File: config.mk
export PLATFORM = sky130hd
export DESIGN_NAME = cfgload_seq
export DESIGN_NICKNAME = d
export VERILOG_FILES = /design/src/rtl/cfgload_pkg.sv /design/src/rtl/cfgload_poll.sv /design/src/rtl/cfgload_timer.sv /design/src/rtl/cfgload_reply.sv /design/src/rtl/cfgload_seq.sv
export SDC_FILE = /design/constraint.sdc
export NUM_CORES = 1
export LEC_CHECK = 0
export CAP_MARGIN = 0
export CORE_UTILIZATION = 40
export DETAILED_ROUTE_END_ITERATION = 16
export DONT_BUFFER_PORTS = 1
export SLEW_MARGIN = 20
export SYNTH_ARGS = -nofsm -noshare
export SYNTH_HDL_FRONTEND = slang
export SYNTH_SLANG_ARGS = --single-unit
File: constraint.sdc
create_clock -name clk -period 4.8 [get_ports clk]
set_input_delay 0 -clock clk [delete_from_list [all_inputs] [get_ports clk]]
set_output_delay 0 -clock clk [all_outputs]
set_load 0.1 [all_outputs]
File: src/rtl/cfgload_pkg.sv
`timescale 1ns/1ps
package cfgload_pkg;

  localparam int unsigned FRAME_LOG2  = 4;
  localparam int unsigned FRAME_BYTES = 1 << FRAME_LOG2;
  localparam int unsigned REPLY_BYTES = 4;

  // command bytes; their order in a session is behaviour
  localparam logic [7:0] OP_CFG_ON   = 8'h0B;
  localparam logic [7:0] OP_FETCH    = 8'h01;
  localparam logic [7:0] OP_FILL     = 8'h00;
  localparam logic [7:0] OP_MODE_PFX = 8'hAE;
  localparam logic [7:0] OP_MODE_ARG = 8'h01;
  localparam logic [7:0] OP_FRAME    = 8'hEE;
  localparam logic [7:0] OP_CFG_OFF  = 8'h0C;
  localparam logic [7:0] OP_RELEASE  = 8'h23;

  // status byte bit positions
  localparam int unsigned SB_BUSY  = 0;
  localparam int unsigned SB_READY = 1;
  localparam int unsigned SB_VIOL  = 2;
  localparam int unsigned SB_FAULT = 3;

  typedef enum logic [2:0] {
    ST_ENABLE, ST_QUERY, ST_PROGRAM, ST_FRAME, ST_DISABLE, ST_RELEASE
  } step_e;

  typedef enum logic [2:0] {
    E_NONE    = 3'd0,
    E_PARTIAL = 3'd1,
    E_LENGTH  = 3'd2,
    E_REPLY   = 3'd3,
    E_STATUS  = 3'd4,
    E_TIMEOUT = 3'd5
  } err_e;

  // bytes in the chip-select window of a step
  function automatic logic [4:0] step_len(input step_e s);
    case (s)
      ST_QUERY:   return 5'(1 + REPLY_BYTES);
      ST_PROGRAM: return 5'd2;
      ST_FRAME:   return 5'(1 + FRAME_BYTES);
      default:    return 5'd1;
    endcase
  endfunction

  // fixed byte of a step at a window position
  function automatic logic [7:0] step_byte(input step_e s, input logic [4:0] idx);
    case (s)
      ST_ENABLE:  return OP_CFG_ON;
      ST_QUERY:   return (idx == 5'd0) ? OP_FETCH : OP_FILL;
      ST_PROGRAM: return (idx == 5'd0) ? OP_MODE_PFX : OP_MODE_ARG;
      ST_FRAME:   return OP_FRAME;
      ST_DISABLE: return OP_CFG_OFF;
      default:    return OP_RELEASE;
    endcase
  endfunction

  // true when the byte at idx comes from the image FIFO
  function automatic logic step_streams(input step_e s, input logic [4:0] idx);
    return (s == ST_FRAME) && (idx != 5'd0);
  endfunction

  // status bits that must be set, besides busy being clear
  function automatic logic [7:0] poll_mask(input step_e s);
    return (s == ST_QUERY) ? (8'(1) << SB_READY) : 8'h00;
  endfunction

  function automatic logic poll_met(input logic [7:0] st, input logic [7:0] mask);
    return (st & (mask | (8'(1) << SB_BUSY))) == mask;
  endfunction

  function automatic logic poll_bad(input logic [7:0] st);
    return st[SB_VIOL] | st[SB_FAULT];
  endfunction

  function automatic logic len_aligned(input logic [31:0] n);
    return n[FRAME_LOG2-1:0] == '0;
  endfunction

endpackage

File: src/rtl/cfgload_poll.sv
`timescale 1ns/1ps
module cfgload_poll
  import cfgload_pkg::*;
#(
  parameter int unsigned LIMIT = 1000
) (
  input  logic       clk,
  input  logic       rst_n,
  input  logic       en,
  input  logic [7:0] mask,
  output logic       poll_req,
  input  logic       poll_ack,
  input  logic [7:0] poll_status,
  output logic       ok,
  output logic       fail,
  output err_e       fail_code
);

  localparam int unsigned TW = $clog2(LIMIT + 1);

  logic [TW-1:0] tries;
  logic          reply_seen;
  logic          is_bad;
  logic          is_met;
  logic          last_try;

  assign poll_req   = en;
  assign reply_seen = en && poll_ack;
  assign is_bad     = poll_bad(poll_status);
  assign is_met     = poll_met(poll_status, mask);
  assign last_try   = (tries == TW'(LIMIT - 1));

  assign ok        = reply_seen && !is_bad && is_met;
  assign fail      = reply_seen && (is_bad || (!is_met && last_try));
  assign fail_code = is_bad ? E_STATUS : E_TIMEOUT;

  always_ff @(posedge clk) begin
    if (!rst_n) begin
      tries <= '0;
    end else if (!en) begin
      tries <= '0;
    end else if (reply_seen && !ok && !fail) begin
      tries <= tries + 1'b1;
    end
  end

  // the retry count never passes the budget
  p_tries_bound_r10: assert property (@(posedge clk) disable iff (!rst_n)
    tries < TW'(LIMIT));

  // a flagged reply never counts as success
  p_bad_not_ok_r9: assert property (@(posedge clk) disable iff (!rst_n)
    (reply_seen && (poll_status[SB_VIOL] || poll_status[SB_FAULT])) |-> !ok);

endmodule

File: src/rtl/cfgload_timer.sv
`timescale 1ns/1ps
module cfgload_timer #(
  parameter int unsigned CYCLES = 1
) (
  input  logic clk,
  input  logic rst_n,
  input  logic load,
  output logic expired
);

  localparam int unsigned CW = $clog2(CYCLES + 1);

  logic [CW-1:0] cnt;
  logic          running;

  always_ff @(posedge clk) begin
    if (!rst_n) begin
      cnt     <= '0;
      running <= 1'b0;
    end else if (load) begin
      cnt     <= CW'(CYCLES - 1);
      running <= 1'b1;
    end else if (running) begin
      if (cnt == '0) running <= 1'b0;
      else           cnt     <= cnt - 1'b1;
    end
  end

  assign expired = running && (cnt == '0);

  // no reload while a wait is in progress
  p_no_reload_r8: assert property (@(posedge clk) disable iff (!rst_n)
    load |-> !running);

endmodule

File: src/rtl/cfgload_reply.sv
`timescale 1ns/1ps
module cfgload_reply
  import cfgload_pkg::*;
(
  input  logic       clk,
  input  logic       rst_n,
  input  logic       clr,
  input  logic       cap,
  input  logic [7:0] rx,
  output logic       nonzero
);

  localparam int unsigned SW = $clog2(REPLY_BYTES + 1);

  logic          acc;
  logic [SW-1:0] seen;

  always_ff @(posedge clk) begin
    if (!rst_n) begin
      acc  <= 1'b0;
      seen <= '0;
    end else if (clr) begin
      acc  <= 1'b0;
      seen <= '0;
    end else if (cap) begin
      acc  <= acc | (rx != 8'h00);
      seen <= seen + 1'b1;
    end
  end

  assign nonzero = acc | (cap && (rx != 8'h00));

  // no more reply bytes are taken than the reply holds
  p_reply_count_r5: assert property (@(posedge clk) disable iff (!rst_n)
    seen <= SW'(REPLY_BYTES));

endmodule

File: src/rtl/cfgload_seq.sv
`timescale 1ns/1ps
module cfgload_seq
  import cfgload_pkg::*;
#(
  parameter int unsigned CLK_HZ        = 100_000_000,
  parameter int unsigned WAIT_US       = 1500,
  parameter int unsigned WAIT_OVERRIDE = 0,
  parameter int unsigned POLL_LIMIT    = 200_000,
  parameter int unsigned LEN_W         = 24
) (
  input  logic             clk,
  input  logic             rst_n,
  input  logic             start,
  input  logic             partial_req,
  input  logic [LEN_W-1:0] img_bytes,
  output logic             busy,
  output logic             done,
  output logic [2:0]       err_code,
  output logic             prog_mode,
  output logic             poll_req,
  input  logic             poll_ack,
  input  logic [7:0]       poll_status,
  output logic             spi_valid,
  input  logic             spi_ready,
  output logic [7:0]       spi_tx,
  output logic             spi_last,
  input  logic [7:0]       spi_rx,
  output logic             fifo_rd,
  input  logic [7:0]       fifo_data,
  input  logic             fifo_empty
);

  localparam int unsigned WAIT_CYC = (WAIT_OVERRIDE != 0) ? WAIT_OVERRIDE
                                   : (CLK_HZ / 1_000_000) * WAIT_US;
  localparam int unsigned FRM_W    = LEN_W - FRAME_LOG2;
  localparam int unsigned WCW      = $clog2(WAIT_CYC + 1);

  typedef enum logic [1:0] {M_IDLE, M_POLL, M_XFER, M_WAIT} mode_e;

  mode_e            state_q;
  step_e            step_q;
  logic [4:0]       idx_q;
  logic [FRM_W-1:0] frames_q;
  err_e             err_q;
  logic             done_q;
  logic             prog_q;

  // named internal events
  logic       beat;
  logic       win_end;
  logic       from_fifo;
  logic [4:0] last_idx;
  logic       poll_ok;
  logic       poll_fail;
  err_e       poll_code;
  logic       reply_nz;
  logic       reply_cap;
  logic       wait_load;
  logic       wait_over;

  assign last_idx  = step_len(step_q) - 5'd1;
  assign from_fifo = step_streams(step_q, idx_q);
  assign spi_valid = (state_q == M_XFER) && !(from_fifo && fifo_empty);
  assign spi_tx    = from_fifo ? fifo_data : step_byte(step_q, idx_q);
  assign spi_last  = (idx_q == last_idx);
  assign beat      = spi_valid && spi_ready;
  assign win_end   = beat && spi_last;
  assign fifo_rd   = beat && from_fifo;
  assign reply_cap = beat && (step_q == ST_QUERY) && (idx_q != 5'd0);
  assign wait_load = win_end && (step_q == ST_DISABLE);

  cfgload_poll #(.LIMIT(POLL_LIMIT)) poll_i (
    .clk         (clk),
    .rst_n       (rst_n),
    .en          (state_q == M_POLL),
    .mask        (poll_mask(step_q)),
    .poll_req    (poll_req),
    .poll_ack    (poll_ack),
    .poll_status (poll_status),
    .ok          (poll_ok),
    .fail        (poll_fail),
    .fail_code   (poll_code)
  );

  cfgload_reply reply_i (
    .clk     (clk),
    .rst_n   (rst_n),
    .clr     (state_q == M_IDLE),
    .cap     (reply_cap),
    .rx      (spi_rx),
    .nonzero (reply_nz)
  );

  cfgload_timer #(.CYCLES(WAIT_CYC)) timer_i (
    .clk     (clk),
    .rst_n   (rst_n),
    .load    (wait_load),
    .expired (wait_over)
  );

  always_ff @(posedge clk) begin
    if (!rst_n) begin
      state_q  <= M_IDLE;
      step_q   <= ST_ENABLE;
      idx_q    <= '0;
      frames_q <= '0;
      err_q    <= E_NONE;
      done_q   <= 1'b0;
      prog_q   <= 1'b0;
    end else begin
      done_q <= 1'b0;
      case (state_q)
        M_IDLE: begin
          if (start) begin
            if (partial_req) begin
              err_q  <= E_PARTIAL;
              done_q <= 1'b1;
            end else if (!len_aligned(32'(img_bytes))) begin
              err_q  <= E_LENGTH;
              done_q <= 1'b1;
            end else begin
              err_q    <= E_NONE;
              state_q  <= M_POLL;
              step_q   <= ST_ENABLE;
              idx_q    <= '0;
              frames_q <= img_bytes[LEN_W-1:FRAME_LOG2];
            end
          end
        end
        M_POLL: begin
          if (poll_fail) begin
            err_q   <= poll_code;
            done_q  <= 1'b1;
            state_q <= M_IDLE;
          end else if (poll_ok) begin
            state_q <= M_XFER;
            idx_q   <= '0;
          end
        end
        M_XFER: begin
          if (beat && !spi_last) begin
            idx_q <= idx_q + 5'd1;
          end else if (win_end) begin
            state_q <= M_POLL;
            case (step_q)
              ST_ENABLE: step_q <= ST_QUERY;
              ST_QUERY: begin
                if (reply_nz) begin
                  err_q   <= E_REPLY;
                  done_q  <= 1'b1;
                  state_q <= M_IDLE;
                end else begin
                  step_q <= ST_PROGRAM;
                end
              end
              ST_PROGRAM: begin
                prog_q <= 1'b1;
                step_q <= (frames_q == '0) ? ST_DISABLE : ST_FRAME;
              end
              ST_FRAME: begin
                frames_q <= frames_q - 1'b1;
                if (frames_q == FRM_W'(1)) step_q <= ST_DISABLE;
              end
              ST_DISABLE: state_q <= M_WAIT;
              default: begin
                prog_q  <= 1'b0;
                done_q  <= 1'b1;
                state_q <= M_IDLE;
              end
            endcase
          end
        end
        default: begin
          if (wait_over) begin
            step_q  <= ST_RELEASE;
            state_q <= M_POLL;
          end
        end
      endcase
    end
  end

  assign busy      = (state_q != M_IDLE);
  assign done      = done_q;
  assign err_code  = err_q;
  assign prog_mode = prog_q;

  // cycles spent in the wait, for the span check
  logic [WCW-1:0] wait_cnt;
  always_ff @(posedge clk) begin
    if (!rst_n)                wait_cnt <= '0;
    else if (state_q != M_WAIT) wait_cnt <= '0;
    else                       wait_cnt <= wait_cnt + 1'b1;
  end

  // every window opens right after a successful poll
  p_window_after_poll_r4: assert property (@(posedge clk) disable iff (!rst_n)
    (state_q == M_XFER && $past(state_q) != M_XFER) |-> $past(poll_ok));

  // offered byte is held until taken
  p_byte_hold_r11: assert property (@(posedge clk) disable iff (!rst_n)
    (spi_valid && !spi_ready) |=> (spi_valid && $stable(spi_tx) && $stable(spi_last)));

  // frames are only streamed in program mode
  p_frame_in_prog_r7: assert property (@(posedge clk) disable iff (!rst_n)
    (spi_valid && step_q == ST_FRAME) |-> prog_mode);

  // the wait lasts exactly WAIT_CYC cycles
  p_wait_span_r8: assert property (@(posedge clk) disable iff (!rst_n)
    (state_q == M_POLL && $past(state_q) == M_WAIT) |-> ($past(wait_cnt) == WCW'(WAIT_CYC - 1)));

  // program mode drops only at release
  p_prog_clear_r8: assert property (@(posedge clk) disable iff (!rst_n)
    $fell(prog_mode) |-> ($past(step_q) == ST_RELEASE));

  // no traffic while idle
  p_idle_quiet_r2: assert property (@(posedge clk) disable iff (!rst_n)
    (state_q == M_IDLE) |-> (!spi_valid && !poll_req && !fifo_rd));

  // status request stays up until answered
  p_req_until_ack_r9: assert property (@(posedge clk) disable iff (!rst_n)
    (poll_req && !poll_ack) |=> poll_req);

  // done is a single-cycle pulse
  p_done_single_r12: assert property (@(posedge clk) disable iff (!rst_n)
    done |=> !done);

endmodule

* Word-level counts from Yosys, hierarchy flattened
Index checks and enable logic that the tools add are counted.
Cells by class: add/sub/neg operators 5, eq/ne operators 27, multiplexer cells 68, bitwise gates (word level) 9, reduce and logical (&&, ||, !) cells 54
Operator list (count):
- $mux 20 | 6
- $mux 18 | 3
- $mux 3 | 15
- $pmux 20 s2 | 1
- $pmux 8 s5 | 1
- $mux 5 | 6
- $pmux 5 s3 | 2
- $reduce_and 7->1 | 4
- $mux 2 | 11
- $eq 20x1->1 const B | 1
- $logic_not 20->1 | 1
- $sub 20x1->20 const B | 1
- $logic_and 1x1->1 | 19
- $add 18x1->18 const B | 1
- $eq 18x18->1 const B | 1
- $logic_not 18->1 | 1
- $ne 2x2->1 const B | 9
- $pmux 3 s3 | 2
- $sub 18x1->18 const B | 1
- $mux 8 | 2
- $mux 1 | 13
- $pmux 2 s3 | 2
- $pmux 3 s4 | 1
- $reduce_and 10->1 | 1
- other kinds (34) | 58
Storage, ports and cells: bits in registers 73, input bits 55, output and inout bits 18, logic and storage cells 175

* Logic depth before layout (Yosys ltp)
Gate-level depths: netlist of the first run.
word-level depth 15, depth in mapped cells 11, gate-level depth less buffers 9

* Hierarchy
From an unflattened synthesis of the first run, not the netlist that was laid out.
Unflattened totals: cells, all modules 661, area total of the unflattened synthesis 5192.5 sq um
By module, submodules not included:
- cfgload_seq | times used 1, cells an instance 387, area each 2899.0 sq um, seq. area each 700.7 sq um
- cfgload_timer | times used 1, cells an instance 130, area each 1136.1 sq um, seq. area each 380.4 sq um
- cfgload_poll | times used 1, cells an instance 137, area each 1091.0 sq um, seq. area each 360.3 sq um
- cfgload_reply | times used 1, cells an instance 7, area each 66.3 sq um, seq. area each 20.0 sq um

* Worst setup path after synthesis of the first run
OpenSTA, ideal clock, no wires.
path kind reg2reg, start point register state_q[1], end point register err_q[1] (netlist: err_code[1]), setup time 0.070 ns, arrival time 3.328 ns, required time 4.730 ns, slack 1.402 ns, cell stages (with the launch flop) 10, path buffers 1, clock period less this slack 3.398 ns, cells stage by stage dfxtp_1 > inv_1 > ha_1 > buf_2 > or4bb_1 > or4_4 > o32ai_4 > o211ai_1 > or4_1 > o21ai_1
Between the ends: elaborated cells between the ends (all ways) 22, classes of those cells 8 x eq/ne; 1 x mux; 1 x bitwise; 12 x reduce/logical
RTL lines:
- start, declared | RTL line cfgload_seq.sv:40 | mode_e state_q;
- start signal, assigned | RTL line cfgload_seq.sv:103 | state_q <= M_IDLE;
- start signal, assigned | RTL line cfgload_seq.sv:123 | state_q <= M_POLL;
- start signal, assigned | RTL line cfgload_seq.sv:134 | state_q <= M_IDLE;
- $eq 2x1->1 (*) | RTL line cfgload_seq.sv:75 | .en (state_q == M_POLL),
- via poll_req | RTL line cfgload_seq.sv:20 | output logic poll_req,
- $logic_and 1x1->1 | RTL line cfgload_poll.sv:28 | assign reply_seen = en && poll_ack;
- $logic_and 1x1->1 | RTL line cfgload_poll.sv:34 | assign fail = reply_seen && (is_bad || (!is_met && last_try));
- $ne 2x2->1 (no line)
- $reduce_and 7->1 (no line)
- end signal, assigned | RTL line cfgload_seq.sv:132 | err_q <= poll_code;
- end, declared | RTL line cfgload_seq.sv:44 | err_e err_q;
The timed path passes the listed nets; every way through them passes the cells marked *. A chain may end at the register's enable or synchronous reset.

* Worst setup path after layout of the first run
start point register step_q[1], end point register frames_q[15]
Between the ends: longest elaborated chain between the ends 9, elaborated cells between the ends (all ways) 18, classes of those cells 1 x add/sub; 7 x eq/ne; 1 x mux; 9 x reduce/logical
Ends and longest elaborated chain:
- start, declared | RTL line cfgload_seq.sv:41 | step_e step_q;
- start signal, assigned | RTL line cfgload_seq.sv:158 | step_q <= (frames_q == '0) ? ST_DISABLE : ST_FRAME;
- branches (longest 8 deep; another with $sub 5x1->5)
- $reduce_and 7->1 (no line) (*)
- end signal, assigned | RTL line cfgload_seq.sv:126 | frames_q <= img_bytes[LEN_W-1:FRAME_LOG2];
- end signal, assigned | RTL line cfgload_seq.sv:161 | frames_q <= frames_q - 1'b1;
- end, declared | RTL line cfgload_seq.sv:43 | logic [FRM_W-1:0] frames_q;
Mark *: on every way between the ends.

==> results of run 1 <==
power groups by stage:
stage               clock, mW  sequential (mW)  combinational (mW)
finish                  0.666            0.738               0.617
detailed placement          0            0.750               0.587
floorplan                   0            0.733               0.483
global route            0.705            0.745               0.672
global placement            0            0.748               0.583
CTS                     0.680            0.737               0.610
worst paths after layout:
| path | start | endpoint | slack, ns | cells after the start |
|---|---|---|---|---|
| worst max register to register | step_q[1] | frames_q[15] | 0.94 | 9 |
| worst max-delay path | step_q[1] | frames_q[15] | 0.94 | 9 |
| worst min register to register | frames_q[19] | frames_q[19] | 0.48 | 2 |
| worst min-delay path | partial_req | err_code[0] | 0.01 | 4 |
final cells by class:
| cell class | count | area [µm²] |
|---|---|---|
| clock inverter | 3 | 40.0 |
| tap | 140 | 175 |
| sequential | 73 | 1460 |
| multi-input combinational | 458 | 2960 |
| inverter | 19 | 71.3 |
| timing repair buffer | 30 | 305 |
| clock buffer | 13 | 250 |
| fill | 1076 | 5720 |
through the flow:
step	std cells	hold WS (ns)
finish	736	0.0121
global route	736	0.0198
CTS	736	0.00119
detailed placement	700	0.128
global placement	700	0.122
floorplan	580	0.150
flip-flops by register name, summed over array words and instances (netlist names):
signal           count
done                 1
err_code             3
frames_q            20
idx_q                5
poll_i.tries        18
prog_mode            1
reply_i.acc          1
state_q              2
step_q               3
timer_i.cnt         18
timer_i.running      1
routing by layer:
metal | up-vias | track usage | wire, µm
li1 | 2145 | - | -
met1 | 2028 | 0.292 | 5780
met2 | 119 | 0.336 | 5560
met3 | 11 | 0.0669 | 931
met4 | 0 | 0.0647 | 133
met5 | - | 0 | 0
kinds of logic after synthesis:
group / Yosys count / share of synthesized area
muxes: 11 / 0.0247
DFF: 73 / 0.320
buffers and inverters: 49 / 0.0430
xor gates and xnor gates: 41 / 0.0787
adders and majority gates: 12 / 0.0329
AOI/OAI and AO/OA: 137 / 0.204
and+or+nand+nor: 257 / 0.296
worst max-delay path, delay by kind of cell, from the launching register on:
family / cells / cell delay [ns]
compound gates: 3 / 1.18
xor+xnor: 1 / 0.43
fa+ha+maj: 1 / 0.24
buf+inv: 2 / 0.62
flops: 1 / 0.77
mux: 1 / 0.17
simple gates: 1 / 0.37
layout by cell type, fill, tap and decap left out, drive strengths merged, types with 4 or more instances in the layout:
| cell type | synthesis | final |
|---|---|---|
| nand3b | 4 | 4 |
| dfxtp | 73 | 73 |
| o22ai | 5 | 5 |
| ha | 12 | 12 |
| xnor2 | 30 | 30 |
| inv | 19 | 19 |
| dlygate4sd3 | 0 | 19 |
| clkbuf | 20 | 13 |
| nor4 | 19 | 19 |
| o311ai | 5 | 5 |
| a31o | 7 | 7 |
| nand2b | 4 | 4 |
| nor2b | 7 | 7 |
| nor2 | 57 | 57 |
| nand2 | 66 | 66 |
| nand4 | 9 | 9 |
| nor3 | 24 | 24 |
| a21oi | 39 | 39 |
| o21ai | 23 | 23 |
| a31oi | 12 | 12 |
| a211oi | 4 | 4 |
| mux2i | 9 | 9 |
| nand3 | 17 | 17 |
| o31ai | 9 | 9 |
| or3 | 12 | 12 |
| and3 | 8 | 8 |
| or4 | 13 | 13 |
| xor2 | 11 | 11 |
| buf | 10 | 11 |
timing repair:
item | CTS | global route
endpoints found under the hold margin | 37 | 0
setup buffers | 0 | 0
hold buffers | 20 | 0
==> flow_summary.json, run 1 <==
{
  "mapped_area_um2": 4560,
  "worst_slew_pin_slew_ns": 1.11,
  "finalCriticalPeriod_ns": 3.86,
  "critical_path.max_stage_delay_ns": 0.81,
  "synthDistinctLibCells": 67,
  "detailed_place.area_um2": 4750,
  "power.switching_uw": 762,
  "synth.largest_area_cell": "sky130_fd_sc_hd__dfxtp_1",
  "dominantRegCellSynth": "sky130_fd_sc_hd__dfxtp_1",
  "place.gp.congestion": 0.842,
  "core-area_um2": 11000,
  "floorplan.die.height_um": 109,
  "path_cells": "nor3b_2 > inv_1 > ha_1 > mux2i_1 > xnor2_1 > a41o_1 > a21boi_0 > o21a_1 > dlygate4sd3_1",
  "numClockSinks": 73,
  "cts_root_buffer": "sky130_fd_sc_hd__clkbuf_16",
  "antenna_cells": 0,
  "synth-edff-count": 0,
  "yosys_warnings": 0,
  "postRouteAntennaNets": 0,
  "grt_setup_unrepaired": "false",
  "final_report_hold_violation_count": 0,
  "critical_path_arrival_ns": 4.13,
  "post-synth-top-area-fraction": 0.320,
  "grt_pass1_wl_um": 20000,
  "num_rows": 38,
  "hold_path.class": "input port to flip-flop",
  "fin_worst_skew_ns": 0.00698,
  "postLayoutCellArea_um2": 5260,
  "start_util": 0.415,
  "drt-initial-drc-count": 292,
  "critical_path_required_ns": 5.08,
  "cts-root-to-sink-buffers": 2,
  "finalMaxSlewViolations": 0,
  "die-area_um2": 11800,
  "detail_route.wirelength_um": 12400,
  "numCtsBuffers": 9,
  "synth.yosys.seq_area_share": 0.320,
  "number_of_global_route_vias_before_repair": 4046,
  "postSynthNetCount": 647,
  "synthMostInstantiatedCell": "sky130_fd_sc_hd__dfxtp_1",
  "report.final.setup_viol": 0,
  "maxClockFrequency_mhz": 259,
  "htree_levels": 3,
  "pre_cts_ws_ns": 1.34,
  "num-nets-final": 658,
  "worst_slew_margin_rel": 0.261,
  "vias": 4303,
  "synthTopCellsByArea": "sky130_fd_sc_hd__dfxtp_1 (32%), sky130_fd_sc_hd__xnor2_1 (5.8%), sky130_fd_sc_hd__nand2_1 (5.4%)",
  "drc_errors": 0,
  "criticalPathCategory": "flip-flop to flip-flop",
  "grt.total_usage": 0.218,
  "syn_inst": 580,
  "power_density_nw_per_um2": 384,
  "worst_ir_drop_vdd_uv": 213,
  "synth_seq_cells": 73,
  "clock_share_of_power": 0.329,
  "drt-pass1-iter-count": 5,
  "io_buffers": 0,
  "intPower_mw": 1.26,
  "antenna_found_initial": 1,
  "slowest_stage": "sky130_fd_sc_hd__a41o_1",
  "max-cap-violations": 0,
  "cts-resized-gates": 0,
  "ys_async_sr_fraction": 0,
  "seqPwrFrac": 0.365,
  "grt_start_max_net_pins": 44,
  "post-route-worst-setup-slack_ns": 0.943,
  "synth_top_cells_by_count": "sky130_fd_sc_hd__dfxtp_1 (73), sky130_fd_sc_hd__nand2_1 (66), sky130_fd_sc_hd__nor2_1 (57), sky130_fd_sc_hd__a21oi_1 (39), sky130_fd_sc_hd__xnor2_1 (30)",
  "tritoncts": "done",
  "share_comb_of_total_power": 0.305,
  "clk-insertion-delay-late_ns": 0.34,
  "endpoint_kind": "flip-flop",
  "final_cycle_utilization_of_the_critical_path": 0.804,
  "area_growth_syn_to_layout_pct": 15.3,
  "io-pin-count": 73,
  "worstPathMaxFanout": 25,
  "setup_tns_final_ns": 0,
  "outcome": "complete, no violations",
  "cellLeakagePower_nw": 1.87,
  "globalRouteOverflowTotal": 0,
  "post_drt_via_cell_ratio": 5.85,
  "utilization": 0.479,
  "synth.avg_cell_area_um2": 7.87,
  "worst_setup_sp_type": "flip-flop",
  "hpwl_um": 8660,
  "clkSlewWorstSetupHoldPaths_ns": 0.06,
  "wl_per_cell_um": 16.9,
  "final_layout_size_suffix_gt1_frac": 0.0956,
  "totalPowerFinal_mw": 2.02,
  "power.switching_fraction": 0.377,
  "die_w_um": 109
}
No activity file was read; power rests on OpenSTA's default activity.
==> run 2: changes to the inputs <==
--- a/config.mk
+++ b/config.mk
@@ -5,6 +5,7 @@
 export SDC_FILE = /design/constraint.sdc
 export NUM_CORES = 1
 export LEC_CHECK = 0
+export ABC_AREA = 1
 export CAP_MARGIN = 0
 export CORE_UTILIZATION = 40
 export DETAILED_ROUTE_END_ITERATION = 16
==> constraint.sdc (replaced) <==
create_clock -name clk -period 3.5 [get_ports clk]
set_input_delay 0 -clock clk [delete_from_list [all_inputs] [get_ports clk]]
set_output_delay 0 -clock clk [all_outputs]
set_load 0.1 [all_outputs]
==> flow_summary.json, run 2 <==
{
  "setup_tns_final_ns": 0,
  "utilization": 0.467,
  "finalMaxSlewViolations": 0,
  "totalPowerFinal_mw": 2.26,
  "worstPathMaxFanout": 22,
  "clkSlewWorstSetupHoldPaths_ns": 0.06,
  "post-synth-top-area-fraction": 0.296,
  "clk-insertion-delay-late_ns": 0.34,
  "outcome": "complete, no violations",
  "mostFrequentLayoutCells": "sky130_fd_sc_hd__nand2_1 (240), sky130_fd_sc_hd__nor2_1 (121), sky130_fd_sc_hd__inv_1 (89)",
  "tritoncts": "done",
  "numCtsBuffers": 9,
  "yosys_warnings": 0,
  "final_report_hold_violation_count": 0,
  "worst_setup_sp_type": "flip-flop",
  "criticalPathCategory": "flip-flop to flip-flop",
  "final_layout_size_suffix_gt1_frac": 0.0652,
  "antenna_found_initial": 0,
  "mapped_area_um2": 4940,
  "postLayoutCellArea_um2": 5610,
  "synth.avg_cell_area_um2": 6.06,
  "area_growth_syn_to_layout_pct": 13.7,
  "detailed_place.area_um2": 5070,
  "num-nets-final": 905,
  "synth.yosys.seq_area_share": 0.296,
  "hold_path_depth": 4,
  "reg_top3": "frames_q: 20 flops, poll_i.tries: 18 flops, timer_i.cnt: 18 flops",
  "cts_root_buffer": "sky130_fd_sc_hd__clkbuf_16",
  "max-cap-violations": 0,
  "place.gp.congestion": 0.891,
  "worst_ir_drop_vdd_uv": 198,
  "slowest_stage": "sky130_fd_sc_hd__dfxtp_1",
  "largest_register_ff_count": 20,
  "report.final.setup_viol": 0,
  "postRouteAntennaNets": 0,
  "grt_pass1_wl_um": 21500,
  "r2r.worst_path.cells": 15,
  "path_depth": 15,
  "io-pin-count": 73,
  "htree_levels": 3,
  "hold_path.class": "input port to flip-flop",
  "synth_seq_cells": 73,
  "globalRouteOverflowTotal": 0,
  "wl_per_cell_um": 12.9,
  "maxClockFrequency_mhz": 375,
  "dp.cells": 949,
  "regMostFlops": "frames_q",
  "cp_num_buf_inv": 1,
  "detail_route.wirelength_um": 12700,
  "worst_path_most_repeated_cell": "sky130_fd_sc_hd__nand2_1",
  "hold_slack_ns": 0.0853,
  "synthDistinctLibCells": 40,
  "critical_path_required_ns": 3.78,
  "postSynthNetCount": 881,
  "cts-resized-gates": 0,
  "post_drt_via_cell_ratio": 5.15,
  "synth_top_cells_by_count": "sky130_fd_sc_hd__nand2_1 (240), sky130_fd_sc_hd__nor2_1 (122), sky130_fd_sc_hd__inv_1 (89), sky130_fd_sc_hd__dfxtp_1 (73), sky130_fd_sc_hd__a21oi_1 (55)",
  "ys_async_sr_fraction": 0,
  "path_delay_family": "simple AND/OR/NAND/NOR gates",
  "hpwl_um": 9050,
  "floorplan.die.height_um": 113,
  "number_of_global_route_vias_before_repair": 4605,
  "critical_path_arrival_ns": 2.94,
  "grt_start_max_net_pins": 33,
  "critical_path.max_stage_delay_ns": 0.53,
  "synth.largest_area_cell": "sky130_fd_sc_hd__dfxtp_1",
  "synthTopCellsByArea": "sky130_fd_sc_hd__dfxtp_1 (30%), sky130_fd_sc_hd__nand2_1 (18%), sky130_fd_sc_hd__nor2_1 (9.3%)",
  "layout.cells.non_filler": 990,
  "synth-edff-count": 0,
  "pre_cts_ws_ns": 0.854,
  "fill_cells": 1275,
  "cellLeakagePower_nw": 2.53,
  "final_cycle_utilization_of_the_critical_path": 0.761,
  "power_density_nw_per_um2": 403,
  "worst_slew_pin_slew_ns": 1.05,
  "layout_commonest_cell": "sky130_fd_sc_hd__nand2_1",
  "grt.total_usage": 0.209,
  "drt-pass1-iter-count": 8,
  "endpoint_kind": "flip-flop",
  "start_util": 0.411,
  "fin_worst_skew_ns": 0.00487,
  "path_cells": "nor2_4 > nand2_2 > inv_1 > ha_1 > nand2_1 > nand2_1 > nor2_1 > o21ai_0 > nor2_2 > nand3_2 > nand2_2 > nand2_1 > nor2_4 > nand2_1 > a21oi_1",
  "syn_inst": 814,
  "core-area_um2": 12000,
  "dominantRegCellSynth": "sky130_fd_sc_hd__dfxtp_1",
  "worst_slew_margin_rel": 0.296,
  "numClockSinks": 73,
  "drc_errors": 0,
  "io_buffers": 0,
  "grt_setup_unrepaired": "false",
  "post-route-worst-setup-slack_ns": 0.836,
  "num_rows": 40,
  "drt-initial-drc-count": 319,
  "cts-root-to-sink-buffers": 2,
  "vias": 5096,
  "antenna_cells": 0,
  "die-area_um2": 12800,
  "synthMostInstantiatedCell": "sky130_fd_sc_hd__nand2_1",
  "finalCriticalPeriod_ns": 2.66,
  "die_w_um": 113
}
-- run 2: where the power goes --
part           switching, mW  internal (mW)  leakage, nW  total (mW)
clock network          0.365          0.556        0.149       0.921
logic                  0.305          0.126         1.79       0.431
registers             0.0590          0.848        0.589       0.907
total                  0.729           1.53         2.53        2.26
-- run 2: path summary, 6_finish.rpt --
kind                         from              end  slack, ns
hold reg to reg   timer_i.cnt[16]  timer_i.cnt[16]       0.47
setup / recovery        step_q[2]     frames_q[15]       0.84
hold / removal     poll_status[2]             done       0.09
setup reg to reg        step_q[2]     frames_q[15]       0.84
-- run 2: worst register-to-register path, cell delays in order, from the launching register on --
cell	delay, ns
sky130_fd_sc_hd__dfxtp_1	0.53
sky130_fd_sc_hd__nor2_4	0.10
sky130_fd_sc_hd__nand2_2	0.09
sky130_fd_sc_hd__inv_1	0.05
sky130_fd_sc_hd__ha_1	0.28
sky130_fd_sc_hd__nand2_1	0.07
sky130_fd_sc_hd__nand2_1	0.04
sky130_fd_sc_hd__nor2_1	0.09
sky130_fd_sc_hd__o21ai_0	0.10
sky130_fd_sc_hd__nor2_2	0.16
sky130_fd_sc_hd__nand3_2	0.12
sky130_fd_sc_hd__nand2_2	0.10
sky130_fd_sc_hd__nand2_1	0.10
sky130_fd_sc_hd__nor2_4	0.46
sky130_fd_sc_hd__nand2_1	0.14
sky130_fd_sc_hd__a21oi_1	0.16
-- run 2: timing repair --
action,CTS,global route
hold endpoints to repair,43,0
hold buffers,25,0
setup buffers,0,0
-- run 2: cells by family after synthesis --
family,after synthesis,share of synthesized area
flip-flops,73,0.296
buffers and inverters,114,0.0943
AND/OR/NAND/NOR,487,0.424
adder cells (fa/ha/maj),12,0.0304
AO/OA/AOI/OAI,108,0.120
XOR/XNOR,20,0.0355
-- run 2: area by class of cell --
| type | instances | area [µm²] | share of cell area |
|---|---|---|---|
| multi-input cells | 627 | 3010 | 0.537 |
| flip-flops and latches | 73 | 1460 | 0.260 |
| inverters | 95 | 357 | 0.0636 |
| repair buffers | 32 | 303 | 0.0540 |
| clock buffers | 14 | 284 | 0.0506 |
| well taps | 147 | 184 | 0.0328 |
| clock inverters | 2 | 10.0 | 0.00178 |
-- run 2: metal layers --
| metal | wire length, µm | global-route usage | part of all wire |
|---|---|---|---|
| met1 | 6230 | 0.282 | 0.49 |
| met2 | 5710 | 0.329 | 0.45 |
| met3 | 547 | 0.0391 | 0.043 |
| met4 | 248 | 0.0842 | 0.019 |
| met5 | 0 | 0 | 0 |
